[src/rtl/cic_pkg.sv]
package cic_pkg;

    // Byte address width of the register port; bits [1:0] select a byte lane.
    localparam int ADDR_W = 4;
    localparam int WSEL_W = ADDR_W - 2;

    // Word selects; the parent driver depends on these offsets.
    localparam logic [WSEL_W-1:0] WSEL_CAUSE  = WSEL_W'(0);
    localparam logic [WSEL_W-1:0] WSEL_ENABLE = WSEL_W'(1);

    typedef enum logic [1:0] {
        TGT_NONE   = 2'd0,
        TGT_CAUSE  = 2'd1,
        TGT_ENABLE = 2'd2
    } tgt_e;

    typedef struct packed {
        logic rd;
        logic wr;
        tgt_e tgt;
    } acc_t;

    function automatic tgt_e decode_target(input logic [ADDR_W-1:0] addr);
        logic [WSEL_W-1:0] wsel;
        wsel = addr[ADDR_W-1:2];
        if (wsel == WSEL_CAUSE)
            return TGT_CAUSE;
        else if (wsel == WSEL_ENABLE)
            return TGT_ENABLE;
        return TGT_NONE;
    endfunction

    function automatic int idx_width(input int n);
        return (n > 1) ? $clog2(n) : 1;
    endfunction

endpackage

[src/rtl/cic_bus_decode.sv]
module cic_bus_decode
    import cic_pkg::*;
(
    input  logic              sel,
    input  logic              wr,
    input  logic [ADDR_W-1:0] addr,
    output acc_t              acc
);
    always_comb begin
        acc.rd  = sel && !wr;
        acc.wr  = sel && wr;
        acc.tgt = decode_target(addr);
    end
endmodule

[src/rtl/cic_cause_bank.sv]
module cic_cause_bank #(
    parameter int NSRC = 32
) (
    input  logic            clk,
    input  logic            rst,
    input  logic [NSRC-1:0] src_req,
    input  logic            clr_en,
    input  logic [NSRC-1:0] clr_bits,
    output logic [NSRC-1:0] cause_q
);
    // One latch cell per source: set has priority over a same-cycle clear.
    for (genvar n = 0; n < NSRC; n++) begin : g_cell
        logic clear_now;
        assign clear_now = clr_en && clr_bits[n];
        always_ff @(posedge clk) begin
            if (rst)
                cause_q[n] <= 1'b0;
            else if (src_req[n])
                cause_q[n] <= 1'b1;
            else if (clear_now)
                cause_q[n] <= 1'b0;
        end
    end
endmodule

[src/rtl/cic_enable_reg.sv]
module cic_enable_reg #(
    parameter int NSRC = 32
) (
    input  logic            clk,
    input  logic            rst,
    input  logic            wr_en,
    input  logic [NSRC-1:0] wdata,
    output logic [NSRC-1:0] enable_q
);
    always_ff @(posedge clk) begin
        if (rst)
            enable_q <= '0;
        else if (wr_en)
            enable_q <= wdata;
    end
endmodule

[src/rtl/cic_lowest_finder.sv]
module cic_lowest_finder #(
    parameter int NSRC = 32,
    localparam int IW  = cic_pkg::idx_width(NSRC)
) (
    input  logic [NSRC-1:0] vec,
    output logic            found,
    output logic [IW-1:0]   index
);
    // Heap-ordered binary tree: leaves at NSRC..2*NSRC-1, root at 1.
    // NSRC must be a power of two.
    logic          nv [1:2*NSRC-1];
    logic [IW-1:0] ni [1:2*NSRC-1];

    for (genvar j = 0; j < NSRC; j++) begin : g_leaf
        assign nv[NSRC+j] = vec[j];
        assign ni[NSRC+j] = IW'(j);
    end

    for (genvar k = 1; k < NSRC; k++) begin : g_node
        // Left child covers the lower indices, so it wins when set.
        assign nv[k] = nv[2*k] | nv[2*k+1];
        assign ni[k] = nv[2*k] ? ni[2*k] : ni[2*k+1];
    end

    assign found = nv[1];
    assign index = nv[1] ? ni[1] : '0;
endmodule

[src/rtl/cic_top.sv]
module cic_top
    import cic_pkg::*;
#(
    parameter int NSRC = 32,
    localparam int IW  = idx_width(NSRC)
) (
    input  logic              clk,
    input  logic              rst,
    input  logic [NSRC-1:0]   src_req,
    input  logic              bus_sel,
    input  logic              bus_wr,
    input  logic [ADDR_W-1:0] bus_addr,
    input  logic [NSRC-1:0]   bus_wdata,
    output logic [NSRC-1:0]   bus_rdata,
    output logic              irq_out,
    output logic [IW-1:0]     irq_id,
    output logic              irq_id_valid
);
    acc_t            acc;
    logic [NSRC-1:0] cause_q;
    logic [NSRC-1:0] mask_q;
    logic [NSRC-1:0] eff;
    logic            eff_any;
    logic [IW-1:0]   eff_idx;
    logic            clr_en;
    logic            mask_wr;

    cic_bus_decode u_dec (
        .sel  (bus_sel),
        .wr   (bus_wr),
        .addr (bus_addr),
        .acc  (acc)
    );

    assign clr_en  = acc.wr && (acc.tgt == TGT_CAUSE);
    assign mask_wr = acc.wr && (acc.tgt == TGT_ENABLE);

    cic_cause_bank #(.NSRC(NSRC)) u_cause (
        .clk      (clk),
        .rst      (rst),
        .src_req  (src_req),
        .clr_en   (clr_en),
        .clr_bits (bus_wdata),
        .cause_q  (cause_q)
    );

    cic_enable_reg #(.NSRC(NSRC)) u_enable (
        .clk      (clk),
        .rst      (rst),
        .wr_en    (mask_wr),
        .wdata    (bus_wdata),
        .enable_q (mask_q)
    );

    assign eff = cause_q & mask_q;

    cic_lowest_finder #(.NSRC(NSRC)) u_find (
        .vec   (eff),
        .found (eff_any),
        .index (eff_idx)
    );

    always_ff @(posedge clk) begin
        if (rst) begin
            irq_out      <= 1'b0;
            irq_id_valid <= 1'b0;
            irq_id       <= '0;
        end else begin
            irq_out      <= eff_any;
            irq_id_valid <= eff_any;
            irq_id       <= eff_idx;
        end
    end

    always_ff @(posedge clk) begin
        if (rst) begin
            bus_rdata <= '0;
        end else if (acc.rd) begin
            unique case (acc.tgt)
                TGT_CAUSE:  bus_rdata <= cause_q;
                TGT_ENABLE: bus_rdata <= mask_q;
                default:    bus_rdata <= '0;
            endcase
        end
    end
endmodule

[config.mk]
export PLATFORM = sky130hd
export DESIGN_NAME = cic_top
export DESIGN_NICKNAME = d
export VERILOG_FILES = /design/src/rtl/cic_pkg.sv /design/src/rtl/cic_bus_decode.sv /design/src/rtl/cic_cause_bank.sv /design/src/rtl/cic_enable_reg.sv /design/src/rtl/cic_lowest_finder.sv /design/src/rtl/cic_top.sv
export SDC_FILE = /design/constraint.sdc
export NUM_CORES = 1
export LEC_CHECK = 0
export ABC_AREA = 1
export BUFFER_PORTS_ARGS = -buffer_cell sky130_fd_sc_hd__buf_2
export CAP_MARGIN = 30
export CELL_PAD_IN_SITES_DETAIL_PLACEMENT = 0
export CELL_PAD_IN_SITES_GLOBAL_PLACEMENT = 1
export CORE_MARGIN = 2
export CORE_UTILIZATION = 30
export CTS_BUF_LIST = sky130_fd_sc_hd__clkbuf_8
export CTS_CLUSTER_SIZE = 16
export DETAILED_ROUTE_END_ITERATION = 10
export PLACE_DENSITY = 0.68
export SLEW_MARGIN = 30
export SYNTH_ARGS = -nofsm -noshare
export SYNTH_HDL_FRONTEND = slang
export SYNTH_SLANG_ARGS = --single-unit
[constraint.sdc]
create_clock -name clk -period 1.4 [get_ports clk]
set_clock_uncertainty 0.05 [all_clocks]
set_input_delay 0.42 -clock clk [delete_from_list [all_inputs] [get_ports clk]]
set_output_delay 0.42 -clock clk [all_outputs]
set_load 0.01 [all_outputs]
==> flow_summary.ini <==
[run_status]
outcome = finished, final reports clean

[placed_design]
pre_cts_ws_ns = -0.173
dpl_cell_area_sq_um = 5420
dp_hpwl_microns = 9100
dp.cells = 913
gp_congestion = 0.792
io_buffers = 108

[critical_path]
cp-start-kind = flop
crit_path_max_fanout = 2
crit_chain = buf_2
slowest_stage = dfxtp_1
worst_setup_path_end_kind = output pin
required_ns = 0.93
reg2reg_from = u_cause.cause_q[12]
cp.arrival_ns = 0.88
crit_family = flip-flops
cp.buffers_inverters = 1
cpPeakStageDelay_ns = 0.37
criticalPathCategory = flop to output pin
cp-startpoint = bus_rdata[27]

[layout]
antenna_cells = 0
final_cell_area_sq_um = 5640
area_growth_pct = 22.9
nNetsFinal = 809
stdcell_count = 929
drive_above_1_share_pct = 24.6
n_fill_cell = 1612

[power_and_ir_drop]
internal_power_mw = 4.20
p_leak_nw = 2.79
power_density_nw_per_um2 = 1030
peakVddDrop_v = 0.000671
p_total_mw = 5.83
swShare_pct = 27.9
pwr-share-comb_pct = 16.0
clkPwrFrac_pct = 29.1
switching_power_mw = 1.63
seqPwrFrac_pct = 54.9

[logic_synthesis]
yosys-top-cells-area = dfxtp_1 44%, nand2_1 11%, a21oi_1 7.7%
syn_nets = 702
synth-edff-count = 0
yosysSeqAreaShare_pct = 44.5
ys_warn_count = 0
synth_ff_type = dfxtp_1
synth_top_area_share_pct = 44.5
syn-instance-count = 630
netlist_area_sq_um = 4590
synth.avg_cell_area_sq_um = 7.29
async_flop_share_pct = 0
ys_seq_elements = 102
yosysTopAreaCell = dfxtp_1
synth.distinct_cells = 28

[detailed_routing]
detail_route.iter0.violations = 196
detail-route-antenna-nets = 0
vias = 4346
dr.pass1.iters = 4
viasPerCell = 4.68
wl_per_cell_microns = 13.8
remaining_drc_errors = 0
routed_wl_microns = 12900

[timing]
finalHoldViolCount = 0
setup_viol = 0
relSlewSlack_pct = 71.3
setup_ws_ns = 0.0513
slew_violations = 0
worst_slew_pin_slew_ns = 0.430
fmax_ghz = 0.741
finalSetupTns_ns = 0
period_share_pct = 96.3
rsz0062_at_grt = true
period_minus_slack_ns = 1.35

[grt]
grt_max_degree = 42
grt_pass1_vias = 4344
antenna_found_initial = 0
grt_usage_pct = 16.3
grt_pass1_wl_microns = 21100
grt-ovfl-total = 0

[cts]
clk_path_buf_depth = 2
clkTransAtPathRegs_ns = 0.10
h-tree-depth = 3
clock_latency_ns = 0.37
cts_root_buf = clkbuf_8
cts_tree = yes
cts_made_buffers = 9
cts_sinks = 102

[floorplan]
rows = 45
initial_core_util_pct = 30.4
num_io_pins = 111
die_x_microns = 128
dieArea_sq_um = 16300
die_y_microns = 128
coreArea_sq_um = 15100

[worst_hold_path]
hp-class = input pin to flop
hold_path_startpoint = src_req[14]

[flow_run]
maxCapViolations = 0
## final cells by class
| type | instances | area, sq um | share of cell area, % |
|---|---|---|---|
| Inverter | 100 | 378 | 6.69 |
| Clock inverter | 4 | 23.8 | 0.421 |
| Multi-Input combinational cell | 396 | 2010 | 35.5 |
| Timing Repair Buffer | 128 | 803 | 14.2 |
| Clock buffer | 11 | 151 | 2.68 |
| Tap cell | 188 | 235 | 4.17 |
| Sequential cell | 102 | 2050 | 36.3 |
## Yosys cell counts (2+ instances only)
library cell	instances
inv_2	5
o221ai_1	13
o21ai_1	12
nand2_1	139
o21ai_0	59
buf_6	7
nor2_1	33
a31o_1	18
inv_1	94
clkbuf_1	6
buf_2	14
nor2_2	4
nand2_4	2
dfxtp_1	102
a21oi_1	71
nand2_2	8
buf_4	5
nand3_1	26
nor2_4	3
## sequential cells by signal (all words and copies together), names as in the netlist
register and flops:
irq_id_valid 1, u_enable.enable_q 32, irq_id 5, bus_rdata 32, u_cause.cause_q 32
## kinds of logic after synthesis
family / share of synthesized area (%)
buffers and inverters: 12.8
and+or+nand+nor: 20.5
AOI/OAI and AO/OA: 22.2
DFF: 44.5
## repair_timing
action / in CTS / in global routing
buffers inserted: 0 / 1
endpoints found under the setup margin: 1 / 8
hold buffers: 0 / 0
pin swaps: 0 / 5
gates resized for setup: 2 / 15
## final timing paths
path         slack [ns]                    end  cells after the start
min                0.20    u_cause.cause_q[14]                      3
max                0.05          bus_rdata[27]                      1
max reg2reg        0.09              irq_id[1]                      8
min reg2reg        0.42  u_enable.enable_q[23]                      2
## placed cells by master (no fill, tap or decap), types with 4 or more instances in the layout
cell      synthesis  routed
clkbuf_8          0      11
buf_4             5      11
o21ai_0          59      59
dfxtp_1         102      98
buf_12            0       9
nor2_1           33      31
nand2_2           8      12
buf_2            14     108
inv_2             5       6
inv_1            94      94
nand2_1         139     134
dfxtp_2           0       4
nor2_4            3       6
a21oi_1          71      70
nand3_1          26      26
o221ai_1         13      13
a31o_1           18      18
o21ai_1          12      12
## metal layers
metal	GRT usage, %	share of wire (%)
met3	3.84	5.5
met4	4.78	0.75
met1	21.9	48
met2	26.2	45
met5	0	0
## through the flow
step,utilization [%],hold slack (ns)
after detailed placement,35.9,0.413
final,37.4,0.203
after CTS,37.1,0.171
after global placement,35.9,0.404
after floorplan,-,0.394
after global routing,37.4,0.195
## power by group through the flow
stage	combinational (mW)	sequential [mW]	clock, mW
final	0.931	3.20	1.70
after global routing	1.05	3.23	1.89
after floorplan	0.507	3.28	0
after CTS	0.932	3.20	1.80
after detailed placement	0.923	3.27	0
after global placement	0.912	3.26	0
No activity file was read; power rests on OpenSTA's default activity.
